===== src/rtl/bilbo_pkg.sv =====
package bilbo_pkg;

  typedef enum logic [1:0] {
    MODE_SCAN = 2'b00,
    MODE_GEN  = 2'b01,
    MODE_PAR  = 2'b10,
    MODE_SIG  = 2'b11
  } bilboMode_e;

  // Strobes from control to datapath; at most one of the selecting
  // strobes (loadPar, shiftScan, stepLfsr, forceSeed) is high.
  typedef struct packed {
    logic loadPar;
    logic shiftScan;
    logic stepLfsr;
    logic mixPar;
    logic forceSeed;
  } bilboStrobe_t;

endpackage


===== src/rtl/bilbo_ctrl.sv =====
module bilbo_ctrl
  import bilbo_pkg::*;
(
  input  logic         modeB1,
  input  logic         modeB2,
  input  logic         stateZero,
  output bilboStrobe_t strobe
);

  bilboMode_e modeSel;

  assign modeSel = bilboMode_e'({modeB1, modeB2});

  always_comb begin
    strobe = '0;
    unique case (modeSel)
      MODE_SCAN: strobe.shiftScan = 1'b1;
      MODE_GEN: begin
        // a zero state would lock the generator: reseed instead
        if (stateZero) strobe.forceSeed = 1'b1;
        else           strobe.stepLfsr  = 1'b1;
      end
      MODE_PAR:  strobe.loadPar = 1'b1;
      MODE_SIG: begin
        strobe.stepLfsr = 1'b1;
        strobe.mixPar   = 1'b1;
      end
      default:   strobe = '0;
    endcase
  end

endmodule


===== src/rtl/bilbo_dpath.sv =====
module bilbo_dpath
  import bilbo_pkg::*;
#(
  parameter int           W    = 3,
  parameter logic [W-1:0] TAPS = 3'b011,
  parameter logic [W-1:0] SEED = 3'b100
) (
  input  logic         clk,
  input  logic         rst,
  input  bilboStrobe_t strobe,
  input  logic [W-1:0] parIn,
  input  logic         scanIn,
  output logic [W-1:0] q,
  output logic         scanOut,
  output logic         stateZero
);

  localparam int TOP = W - 1;

  logic [W-1:0] stateReg;
  logic [W-1:0] stateNext;
  logic         feedback;

  // shared feedback network: XOR of tapped stages
  assign feedback = ^(stateReg & TAPS);

  for (genvar i = 0; i < W; i++) begin : g_stage
    logic fromUp;
    logic stepBit;

    if (i == TOP) begin : g_top
      assign fromUp  = scanIn;
      assign stepBit = feedback;
    end else begin : g_mid
      assign fromUp  = stateReg[i+1];
      assign stepBit = stateReg[i+1];
    end

    always_comb begin
      if (strobe.forceSeed)      stateNext[i] = SEED[i];
      else if (strobe.shiftScan) stateNext[i] = fromUp;
      else if (strobe.stepLfsr)  stateNext[i] = stepBit ^ (strobe.mixPar & parIn[i]);
      else if (strobe.loadPar)   stateNext[i] = parIn[i];
      else                       stateNext[i] = stateReg[i];
    end
  end

  always_ff @(posedge clk) begin
    if (rst) stateReg <= SEED;
    else     stateReg <= stateNext;
  end

  assign q         = stateReg;
  assign scanOut   = stateReg[0];
  assign stateZero = (stateReg == '0);

endmodule


===== src/rtl/bilbo_reg.sv =====
module bilbo_reg
  import bilbo_pkg::*;
#(
  parameter int           W    = 3,
  parameter logic [W-1:0] TAPS = 3'b011,
  parameter logic [W-1:0] SEED = 3'b100
) (
  input  logic         clk,
  input  logic         rst,
  input  logic         modeB1,
  input  logic         modeB2,
  input  logic [W-1:0] parIn,
  input  logic         scanIn,
  output logic [W-1:0] q,
  output logic         scanOut
);

  bilboStrobe_t strobe;
  logic         stateZero;

  bilbo_ctrl u_ctrl (
    .modeB1    (modeB1),
    .modeB2    (modeB2),
    .stateZero (stateZero),
    .strobe    (strobe)
  );

  bilbo_dpath #(.W(W), .TAPS(TAPS), .SEED(SEED)) u_dpath (
    .clk       (clk),
    .rst       (rst),
    .strobe    (strobe),
    .parIn     (parIn),
    .scanIn    (scanIn),
    .q         (q),
    .scanOut   (scanOut),
    .stateZero (stateZero)
  );

endmodule


===== config.mk =====
export PLATFORM = sky130hd
export DESIGN_NAME = bilbo_reg
export DESIGN_NICKNAME = d
export VERILOG_FILES = /design/src/rtl/bilbo_pkg.sv /design/src/rtl/bilbo_ctrl.sv /design/src/rtl/bilbo_dpath.sv /design/src/rtl/bilbo_reg.sv
export SDC_FILE = /design/constraint.sdc
export NUM_CORES = 1
export LEC_CHECK = 0
export ABC_AREA = 1
export BUFFER_PORTS_ARGS = -buffer_cell sky130_fd_sc_hd__buf_2
export CAP_MARGIN = 20
export CORE_AREA = 10 10 47 49
export CTS_BUF_LIST = sky130_fd_sc_hd__clkbuf_4 sky130_fd_sc_hd__clkbuf_8 sky130_fd_sc_hd__clkbuf_16
export DETAILED_ROUTE_END_ITERATION = 7
export DIE_AREA = 0 0 57 59
export PLACE_DENSITY = 0.47
export SLEW_MARGIN = 20
export SYNTH_ARGS = -nofsm -noshare
export SYNTH_HDL_FRONTEND = slang
export SYNTH_HIERARCHICAL = 1
export SYNTH_SLANG_ARGS = --single-unit

===== constraint.sdc =====
create_clock -name clk -period 2.16 [get_ports clk]
set_input_delay 0.324 -clock clk [delete_from_list [all_inputs] [get_ports clk]]
set_output_delay 0.324 -clock clk [all_outputs]
set_load 0.03 [all_outputs]

== Word level (Yosys, flattened, before mapping) ==
Index checks and enable logic that the tools add are counted.
Widths: inputs -> output; s select.
Word-level totals
  bits of input ports: 8
  output and inout bits: 4
  logic and storage cells: 31
  bits in writable memories: 0
  register bits: 3
  ROM bits: 0
  latch bits: 0
  memories: 0
Cells by class
  $lt $le $gt $ge: 0
  shifts and indexed selects: 0
  multipliers: 0
  reductions and logical operators: 5
  divide/modulo/power cells: 0
  bitwise operators: 6
  equal/unequal tests: 3
  $add $sub $neg: 0
  muxes and demuxes: 16
Operators by type and width (count)
  $mux 1: 15
  $eq 2x2->1 const B: 2
  $and 1x1->1: 3
  $logic_not 3->1: 1
  $reduce_bool 3->1: 1
  $reduce_xor 3->1: 1
  $xor 1x1->1: 3
  $eq 2x1->1 const B: 1
  $logic_not 2->1: 1
  $pmux 1 s2: 1
  $reduce_or 2->1: 1

== Logic depth before layout (Yosys ltp) ==
  depth after elaboration: 6
  depth in mapped cells: 11
  gate-level depth less buffers: 11

== Modules after synthesis ==
The synthesis kept the hierarchy.
By module, submodules not included
  bilbo_dpath: cells each 51, area an instance 280.3 sq um, instances 1, sequential area each 60.1 sq um
  bilbo_ctrl: cells each 9, area an instance 38.8 sq um, instances 1, sequential area each 0.0 sq um

== Worst setup path before layout ==
OpenSTA, ideal clock, no wires.
  path type: flip-flop to flip-flop
  start point: register u_dpath.stateReg[1], in the netlist u_dpath/q[1]
  end point: register u_dpath.stateReg[0], in the netlist u_dpath/q[0]
  setup time: 0.113 ns
  clock period less this slack: 1.609 ns
  required time: 2.047 ns
  stages on the path, launching flop included: 11
  path buffers: 0
  data arrival time: 1.497 ns
  slack: 0.551 ns
  path through: dfxtp_1 > inv_1 > ha_1 > inv_1 > nor2_1 > a21oi_2 > inv_1 > nor2_2 > nor2_1 > nor2_1 > nor2_1
RTL lines
  from (decl): line bilbo_dpath.sv:20  | logic [W-1:0] stateReg;
  from (signal assigned): line bilbo_dpath.sv:50  | else stateReg <= stateNext;

==> impl_results.md <==
- Result of the run: complete, no violations
- Worst-skew pair later-pin latency: 0.23 ns
- Cell types with the highest counts after synthesis: sky130_fd_sc_hd__inv_1, sky130_fd_sc_hd__nand2_1, sky130_fd_sc_hd__nor2_1
- Worst EP required: 2.29 ns
- Number of antenna violations at the first check in global routing: 0
- Flip-flop count of the largest register, all copies and words added: 3
- Total CTS buffers: 3
- Number of synthesized flops with an enable pin: 0
- Worst Setup Path Type: flip-flop to flip-flop
- Power per unit of standard cell area: 675 nW/µm²
- # IOs: 12
- Flip-flop and latch count after synthesis: 3
- Placer congestion estimate: 0.785
- Number of buffers inserted by port buffering: 11
- Cell repeated most along the worst path: sky130_fd_sc_hd__nor2_1
- Cts repair resizes: 0
- Proportion of register bits with asynchronous set or reset after synthesis: 0%
- DP Worst Slack: 0.678 ns
- Shortest clock period the worst path allows after layout: 1.46 ns
- Setup repair after global routing missed its margin: false
- Clock Sinks: 3
- Clock transition time at the flip-flop clock pins of the worst setup and hold paths: 0.04 ns
- Clock root buffer: sky130_fd_sc_hd__clkbuf_4
- Routed wire length per instance: 8.51 µm
- Pin slew with the least headroom to its limit: 0.253 ns
- Family with the most delay on the worst path: simple AND/OR/NAND/NOR gates
- Worst Path Arrival: 1.59 ns
- Sum of net half-perimeters after detailed placement: 657 µm
- Count of buffer and inverter cells on the critical path: 3
- Worst-path maximum fanout: 4
- DRC violation count after routing: 0
- Number of endpoints failing setup at the final stage: 0
- Final TNS setup: 0 ns
- Clock tree from TritonCTS: yes
- Initial standard-cell utilization of the core: 22.8%
- Maximum capacitance violations: 0
- Slowest library cell on the worst path: sky130_fd_sc_hd__dfxtp_1
- Vias in the first global route: 364
- Number of synthesis warnings: 6
- Library cell with the largest summed area after synthesis: sky130_fd_sc_hd__dfxtp_1
- Die width: 57 µm
- Setup WS post-layout: 0.699 ns
- Violation count after the first detailed-routing iteration: 7
- Die area: 3360 µm²
- Standard-cell rows: 14
- Via/cell ratio: 3.94
- Global-route wire length before repair: 1.37 mm
- Flip-flop cell with the highest count after synthesis: sky130_fd_sc_hd__dfxtp_1
- Cell area after technology mapping: 319 µm²
- Grt ovf: 0
- Area added between synthesis and finish: 30.6%
- Die H: 59 µm
- Top post-synthesis cells by area: sky130_fd_sc_hd__dfxtp_1, sky130_fd_sc_hd__inv_1, sky130_fd_sc_hd__nand2_1, sky130_fd_sc_hd__nor2_1, sky130_fd_sc_hd__nand3_1
- Routed Antenna Nets: 0
- Crit path cell chain: inv_1 -> ha_1 -> inv_1 -> nor2_1 -> a21oi_2 -> inv_1 -> nor2_2 -> nor2_1 -> nor2_1 -> nor2_1
- Crit share post-route: 67.6%
- Net Count, Synth: 69
- Critical path startpoint category: flip-flop
- Hold buffer count at CTS: 0
- Clock Skew: 0.000938 ns
- Maximum number of pins on one net before global-route repair: 7
- Highest cell delay on the worst timing path: 0.33 ns
- Clock Tree Buf Depth: 2
- Count of vias placed by the detailed router: 355
- Fmax: 685 MHz
- # H-tree levels: 1
- Final Hold Violating Endpoints: 0
- Post-synthesis cell type count: 15
- Number of standard cells after synthesis: 60
- Layout Nets: 84
- Area share of the largest cell type after synthesis: 18.8%
- Antenna cell count: 0
- Detailed Routing Iterations Pass 1: 4
- Endpoint kind of the worst setup timing path: flip-flop
- Share of layout cells above drive strength 1: 28.4%
- Path category of the worst min-delay check: input port to flip-flop
- Max rail drop VDD: 0.363 mV
- Final-report max-slew violation count: 0
- Static Leak: 0.261 nW
- Seq/Total Area, Yosys: 18.8%
- Placeable core region: 1400 µm²
- Synthesized area per cell: 5.32 µm²
- Routed WL: 766 µm
- Buffer count from post-CTS setup fixing: 0
- Normalized max-slew margin: 83.1%
- Total Routing Usage GR: 5.18%
[cells in the final DEF, fill, tap and decap left out, drive strengths merged]
cell type and count:
inv 16, nand2 15, nor2 13, buf 11
nand3 6, clkbuf 4, dfxtp 3, o21ai 3
a21oi 1, o21a 1, ha 1
[area by class of cell]
type / instances / area [µm²]
Fill cell: 181 / 985
Multi-Input combinational cell: 40 / 191
Sequential cell: 3 / 60.1
Clock buffer: 4 / 30.0
Timing Repair Buffer: 11 / 55.1
Inverter: 16 / 60.1
Tap cell: 16 / 20.0
[path summary, 6_finish.rpt]
kind / from / to / slack, ns / cells past startpoint
worst max-delay path: u_dpath/q[1]$_SDFFE_PP0P_ / u_dpath/q[0]$_SDFFE_PP0P_ / 0.70 / 10
worst min register to register: u_dpath/q[1]$_SDFFE_PP0P_ / u_dpath/q[0]$_SDFFE_PP0P_ / 0.53 / 3
worst min-delay path: scanIn / u_dpath/q[2]$_SDFFE_PP1P_ / 0.40 / 4
worst max register to register: u_dpath/q[1]$_SDFFE_PP0P_ / u_dpath/q[0]$_SDFFE_PP0P_ / 0.70 / 10
[per-stage QoR]
stage	instances	area, µm²	util (%)	total power [mW]	hold WS (ns)
global route	90	417	29.7	0.314	0.412
global placement	86	387	27.6	0.174	0.529
floorplan	60	319	-	0.148	0.532
finish	90	417	29.7	0.281	0.399
CTS	90	417	29.7	0.290	0.394
detailed placement	86	387	27.6	0.174	0.535
[power by group]
group,total [mW],switching [mW],internal (mW)
Combinational,0.102,0.0666,0.0355
Clock,0.111,0.0288,0.0817
Sequential,0.0687,0.00552,0.0632
[metal layers]
layer	track usage [%]	routed length, µm
met1	4.62	332
met2	8.06	343
met3	4.94	90
met4	2.01	0
met5	0	0
[worst reg2reg max path, delay by kind of cell (launching register included)]
family          cells  cell delay, ns
simple gates        5            0.38
flops               1            0.33
compound gates      1            0.25
buf+inv             3            0.20
fa+ha+maj           1            0.19
[cell families after synthesis]
logic type | count (synthesis) | synth area share (%)
flip-flops | 3 | 18.8
AO/OA/AOI/OAI | 5 | 9.80
adder cells (fa/ha/maj) | 1 | 3.92
buffers and inverters | 17 | 21.2
AND/OR/NAND/NOR | 34 | 46.3
Power figures use the tool's default switching activity.
